<file path="config.mk">
export PLATFORM = sky130hd
export DESIGN_NAME = tms_selector
export DESIGN_NICKNAME = d
export VERILOG_FILES = /design/src/rtl/tms_pkg.sv /design/src/rtl/tms_sync.sv /design/src/rtl/tms_pulse_meter.sv /design/src/rtl/tms_decode.sv /design/src/rtl/tms_selector.sv
export SDC_FILE = /design/constraint.sdc
export NUM_CORES = 1
export LEC_CHECK = 0
export BUFFER_PORTS_ARGS = -buffer_cell sky130_fd_sc_hd__buf_4
export CAP_MARGIN = 30
export CORE_MARGIN = 1.5
export CORE_UTILIZATION = 25
export CTS_CLUSTER_SIZE = 20
export DETAILED_ROUTE_END_ITERATION = 16
export PLACE_DENSITY = 0.49
export SLEW_MARGIN = 0
export SYNTH_ARGS = -nofsm -noshare
export SYNTH_HDL_FRONTEND = slang
export SYNTH_HIERARCHICAL = 1
export SYNTH_SLANG_ARGS = --single-unit
</file>
<file path="constraint.sdc">
create_clock -name clk -period 1.8 [get_ports clk]
set_clock_uncertainty 0.05 [all_clocks]
set_input_delay 0.36 -clock clk [delete_from_list [all_inputs] [get_ports clk]]
set_output_delay 0.36 -clock clk [all_outputs]
set_load 0.01 [all_outputs]
</file>
<file path="src/rtl/tms_pkg.sv">
package tms_pkg;

  // Pulse meter states
  typedef enum logic [1:0] {
    ST_IDLE,   // waiting for released reset and a high pin
    ST_READY,  // armed, waiting for the falling edge
    ST_COUNT,  // pin low, counting cycles
    ST_DONE    // decision taken, frozen until power-good drops
  } meter_state_e;

endpackage

</file>
<file path="src/rtl/tms_sync.sv">
module tms_sync #(
  parameter int unsigned WIDTH  = 1,
  parameter int unsigned STAGES = 2
) (
  input  logic             clk,
  input  logic             rst_n,
  input  logic [WIDTH-1:0] d_i,
  output logic [WIDTH-1:0] q_o
);

  logic [STAGES-1:0][WIDTH-1:0] chain_q;

  always_ff @(posedge clk or negedge rst_n) begin
    if (!rst_n) begin
      chain_q <= '0;
    end else begin
      chain_q[0] <= d_i;
      for (int k = 1; k < STAGES; k++) begin
        chain_q[k] <= chain_q[k-1];
      end
    end
  end

  assign q_o = chain_q[STAGES-1];

endmodule

</file>
<file path="src/rtl/tms_pulse_meter.sv">
module tms_pulse_meter
  import tms_pkg::*;
#(
  parameter int unsigned SAT_CNT = 8,
  parameter int unsigned CNT_W   = 4
) (
  input  logic             clk,
  input  logic             rst_n,
  input  logic             armed_i,   // synchronized platform reset, high = released
  input  logic             pin_i,     // synchronized pin level
  output logic             finish_o,  // one-cycle strobe: pulse completed
  output logic [CNT_W-1:0] len_o      // measured low length, saturated
);

  localparam logic [CNT_W-1:0] CNT_SAT = CNT_W'(SAT_CNT);
  localparam logic [CNT_W-1:0] CNT_ONE = CNT_W'(1);

  meter_state_e     state_q, state_d;
  logic [CNT_W-1:0] cnt_q, cnt_d;

  always_comb begin
    state_d = state_q;
    cnt_d   = cnt_q;
    unique case (state_q)
      ST_IDLE: begin
        cnt_d = '0;
        if (armed_i && pin_i) state_d = ST_READY;
      end
      ST_READY: begin
        if (!armed_i) begin
          state_d = ST_IDLE;
        end else if (!pin_i) begin
          state_d = ST_COUNT;
          cnt_d   = CNT_ONE;
        end
      end
      ST_COUNT: begin
        if (!armed_i) begin
          state_d = ST_IDLE;
          cnt_d   = '0;
        end else if (pin_i) begin
          state_d = ST_DONE;
        end else if (cnt_q != CNT_SAT) begin
          cnt_d = cnt_q + CNT_ONE;
        end
      end
      ST_DONE: begin
        state_d = ST_DONE;
      end
      default: begin
        state_d = ST_IDLE;
        cnt_d   = '0;
      end
    endcase
  end

  always_ff @(posedge clk or negedge rst_n) begin
    if (!rst_n) begin
      state_q <= ST_IDLE;
      cnt_q   <= '0;
    end else begin
      state_q <= state_d;
      cnt_q   <= cnt_d;
    end
  end

  assign finish_o = (state_q == ST_COUNT) && armed_i && pin_i;
  assign len_o    = cnt_q;

endmodule

</file>
<file path="src/rtl/tms_decode.sv">
module tms_decode #(
  parameter int unsigned MIN_LEN    = 4,
  parameter int unsigned NUM_CHAINS = 4,
  parameter int unsigned CNT_W      = 4,
  parameter int unsigned CODE_W     = 3
) (
  input  logic [CNT_W-1:0]      len_i,
  output logic [CODE_W-1:0]     code_o,
  output logic [NUM_CHAINS-1:0] onehot_o
);

  for (genvar i = 0; i < NUM_CHAINS; i++) begin : g_slot
    assign onehot_o[i] = (len_i == CNT_W'(MIN_LEN + i));
  end

  always_comb begin
    code_o = '0;
    for (int i = 0; i < NUM_CHAINS; i++) begin
      if (onehot_o[i]) code_o = CODE_W'(i + 1);
    end
  end

endmodule

</file>
<file path="src/rtl/tms_selector.sv">
module tms_selector #(
  parameter int unsigned MIN_LEN     = 4,
  parameter int unsigned NUM_CHAINS  = 4,
  parameter int unsigned SYNC_STAGES = 2,
  localparam int unsigned SAT_CNT    = MIN_LEN + NUM_CHAINS,
  localparam int unsigned CNT_W      = $clog2(SAT_CNT + 1),
  localparam int unsigned CODE_W     = $clog2(NUM_CHAINS + 1)
) (
  input  logic                  clk,
  input  logic                  pwr_good,
  input  logic                  plat_rst_n,
  input  logic                  tm_pin_n,
  output logic                  mode_valid,
  output logic [CODE_W-1:0]     mode_code,
  output logic [NUM_CHAINS-1:0] mode_onehot
);

  logic [1:0]            sync_q;
  logic                  armed_s;
  logic                  pin_s;
  logic                  finish;
  logic [CNT_W-1:0]      len;
  logic [CODE_W-1:0]     dec_code;
  logic [NUM_CHAINS-1:0] dec_onehot;

  // Pin and reset share one synchronizer so their delays match
  tms_sync #(
    .WIDTH  (2),
    .STAGES (SYNC_STAGES)
  ) sync_i (
    .clk   (clk),
    .rst_n (pwr_good),
    .d_i   ({plat_rst_n, tm_pin_n}),
    .q_o   (sync_q)
  );

  assign armed_s = sync_q[1];
  assign pin_s   = sync_q[0];

  tms_pulse_meter #(
    .SAT_CNT (SAT_CNT),
    .CNT_W   (CNT_W)
  ) meter_i (
    .clk      (clk),
    .rst_n    (pwr_good),
    .armed_i  (armed_s),
    .pin_i    (pin_s),
    .finish_o (finish),
    .len_o    (len)
  );

  tms_decode #(
    .MIN_LEN    (MIN_LEN),
    .NUM_CHAINS (NUM_CHAINS),
    .CNT_W      (CNT_W),
    .CODE_W     (CODE_W)
  ) decode_i (
    .len_i    (len),
    .code_o   (dec_code),
    .onehot_o (dec_onehot)
  );

  always_ff @(posedge clk or negedge pwr_good) begin
    if (!pwr_good) begin
      mode_valid  <= 1'b0;
      mode_code   <= '0;
      mode_onehot <= '0;
    end else if (finish && !mode_valid) begin
      mode_valid  <= 1'b1;
      mode_code   <= dec_code;
      mode_onehot <= dec_onehot;
    end
  end

endmodule

</file>
==> results.ini <==
[status]
status=complete, no violations

[placed_design]
dp_hpwl_mm=1.24
io_buffers=11
place.gp.congestion=0.702
placed_area_mm2=0.00111

[cells_and_area]
final_cell_mix=dfrtp_1, buf_4, mux2_4
synthToLayoutAreaGrowth_pct=26.6
fillerInstances=387
nets=114
n_antenna_cell=0
multi_input_area_um2=494
seq_area_um2=450
final_common_cell=dfrtp_1
final_area_mm2=0.00122
drive_gt1_share_pct=38.6

[power]
power.leakage_nw=0.548
clkPwrFrac_pct=20.1
p_int_mw=0.891
power_density_mw_per_mm2=1110
p_sw_share_pct=34.2
peakVddDrop_mv=0.795
seqPwrFrac_pct=36.7
switchingPower_mw=0.464
combinationalPowerShare_pct=43.1

[die]
pin_count=12
initial_core_util_pct=26.2
die-width_um=65.2
die-area_mm2=0.00425
num_rows=22
core_mm2=0.00369
die_y_um=65.2

[detailed_routing]
drt-vias-per-instance=4.35
postRouteWirelength_mm=1.77
wl_per_cell_um=11.9
drt-initial-drc-count=15
ant_nets=0
via_count=648
first_pass_iters=4
drc_errors=0

[worst_setup_path]
cp_data_arrival_time_ns=1.82
cp-start-kind=flop
crit_path_cell_trace=inv_2, ha_2, and3_4, a211oi_4, o31ai_4, a221o_1
worstSetupEndpointType=flop
critPathKind=flop to flop
slowest_delay_ns=0.38
cp.required_ns=1.89
cpLargestDelayFamily=compound AO/OA/AOI/OAI gates
crit_path_max_fanout=4
cp.buffers_inverters=1
slowest_stage=dfrtp_1

[cts]
cts.clk_slew.worst_paths_ns=0.07
clk-insertion-delay-late_ns=0.25
numCtsBuffers=3
clock-sinks=18
clock_path_buffers=2
cts_root_buf=clkbuf_8
cts_tree=built
htreeDepth=1

[synth]
synth.avg_cell_area_um2=11.6
synth_seq_area_share_pct=46.6
yosys_warnings=6
syn_area_um2=966
ys.flop_type=dfrtp_1
syn_inst=83
synth_edf_count=0
ys_ff_latch=18
ys_types=29
synthArstFlopShare_pct=100
syn-num-nets=94

[global_routing]
grt_util_all_layers_pct=9.36
overflow=0
grt_pass1_vias=683
grt_max_degree=19
antenna_found_initial=0
grt_pass1_wl_mm=3.07

[timing]
worst_pin_slew_ns=0.309
slew_headroom_pct=79.4
period_share_pct=96.1
hold_viol=0
max_freq_ghz=0.578
setup_viol=0
period_needed_ns=1.73
report.final.slew_viol_count=0
tns_ns=0

[worst_hold_path]
holdCritPathClass=primary input to flop

[flow_run]
cap_violations=0

-- Yosys cell counts, types with 2 or more instances --
cell type	n	share of area (%)
and3_1	2	1.3
buf_4	3	2.3
dfrtp_1	18	47
ha_1	7	9.1
inv_1	5	1.9
mux2_4	7	11
mux2i_1	2	2.1
nand2_1	6	2.3
nand3_1	2	1.0
nor2_1	6	2.3
nor3_1	3	1.6
nor3b_1	2	1.6
o21ai_0	4	2.1
-- final timing paths --
path / start / to / slack (ns) / cells after the start
worst max-delay path: meter_i/state_q[0] / meter_i/len_o[3] / 0.07 / 6
worst min-delay path: plat_rst_n / sync_i/chain_q[1] / 0.17 / 1
worst max register to register: meter_i/state_q[0] / meter_i/len_o[3] / 0.07 / 6
worst min register to register: sync_i/chain_q[1] / sync_i/q_o[1] / 0.30 / 0
max in group asynchronous: pwr_good / sync_i/chain_q[1] / 1.03 / 2
min in group asynchronous: pwr_good / meter_i/len_o[1] / 0.47 / 2
-- sequential cells by signal (all words and copies together) (netlist names) --
signal	count
meter_i/len_o	4
meter_i/state_q	2
mode_code	3
mode_onehot	4
mode_valid	1
sync_i/chain_q	2
sync_i/q_o	2
-- power groups by stage --
stage / clock, mW / combinational [mW] / sequential, mW
3_3_place_gp: 0 / 0.497 / 0.503
4_1_cts: 0.286 / 0.508 / 0.498
6_report: 0.273 / 0.584 / 0.497
3_5_place_dp: 0 / 0.501 / 0.506
2_1_floorplan: 0 / 0.298 / 0.513
5_1_grt: 0.307 / 0.655 / 0.505
-- metal layers --
layer / up-vias / part of all wire, % / track usage [%]
met5: - / 0 / 0
met4: 0 / 0 / 1.04
met3: 0 / 3.6 / 3.77
met2: 11 / 51 / 16.2
met1: 321 / 45 / 11.3
li1: 316 / - / -
-- through the flow --
stage                     total power, mW  utilization (%)  setup WS, ns  instances  hold slack (ns)
final                                1.35             33.1        0.0701        149            0.166
after detailed placement             1.01             30.2       0.00404        143            0.200
after global placement              0.999             30.2        0.0540        143            0.196
after CTS                            1.29             32.1        0.0284        148            0.159
after floorplan                     0.811                -        0.0500         83           0.0144
after global routing                 1.47             33.1       -0.0182        149            0.153
-- cell type report --
type,count,area share (%)
Clock buffer,3,3.38
Inverter,5,1.54
Multi-Input combinational cell,56,40.4
Sequential cell,18,36.8
Tap cell,48,4.91
Timing Repair Buffer,19,12.9
-- cells by family after synthesis --
| logic type | share of synthesized area [%] |
|---|---|
| DFF | 46.6 |
| xor gates and xnor gates | 0.907 |
| muxes | 13.0 |
| and+or+nand+nor | 15.8 |
| buffers and inverters | 5.44 |
| adders and majority gates | 9.07 |
| AOI/OAI and AO/OA | 9.20 |
-- what timing repair did --
item | in CTS | in global routing
gates resized for setup | 0 | 8
hold buffers | 1 | 0
setup endpoints to repair | 7 | 11
hold endpoints to repair | 18 | 0
buffers inserted | 1 | 1
pin swaps | 0 | 2
(Power assumes the default switching activity.)
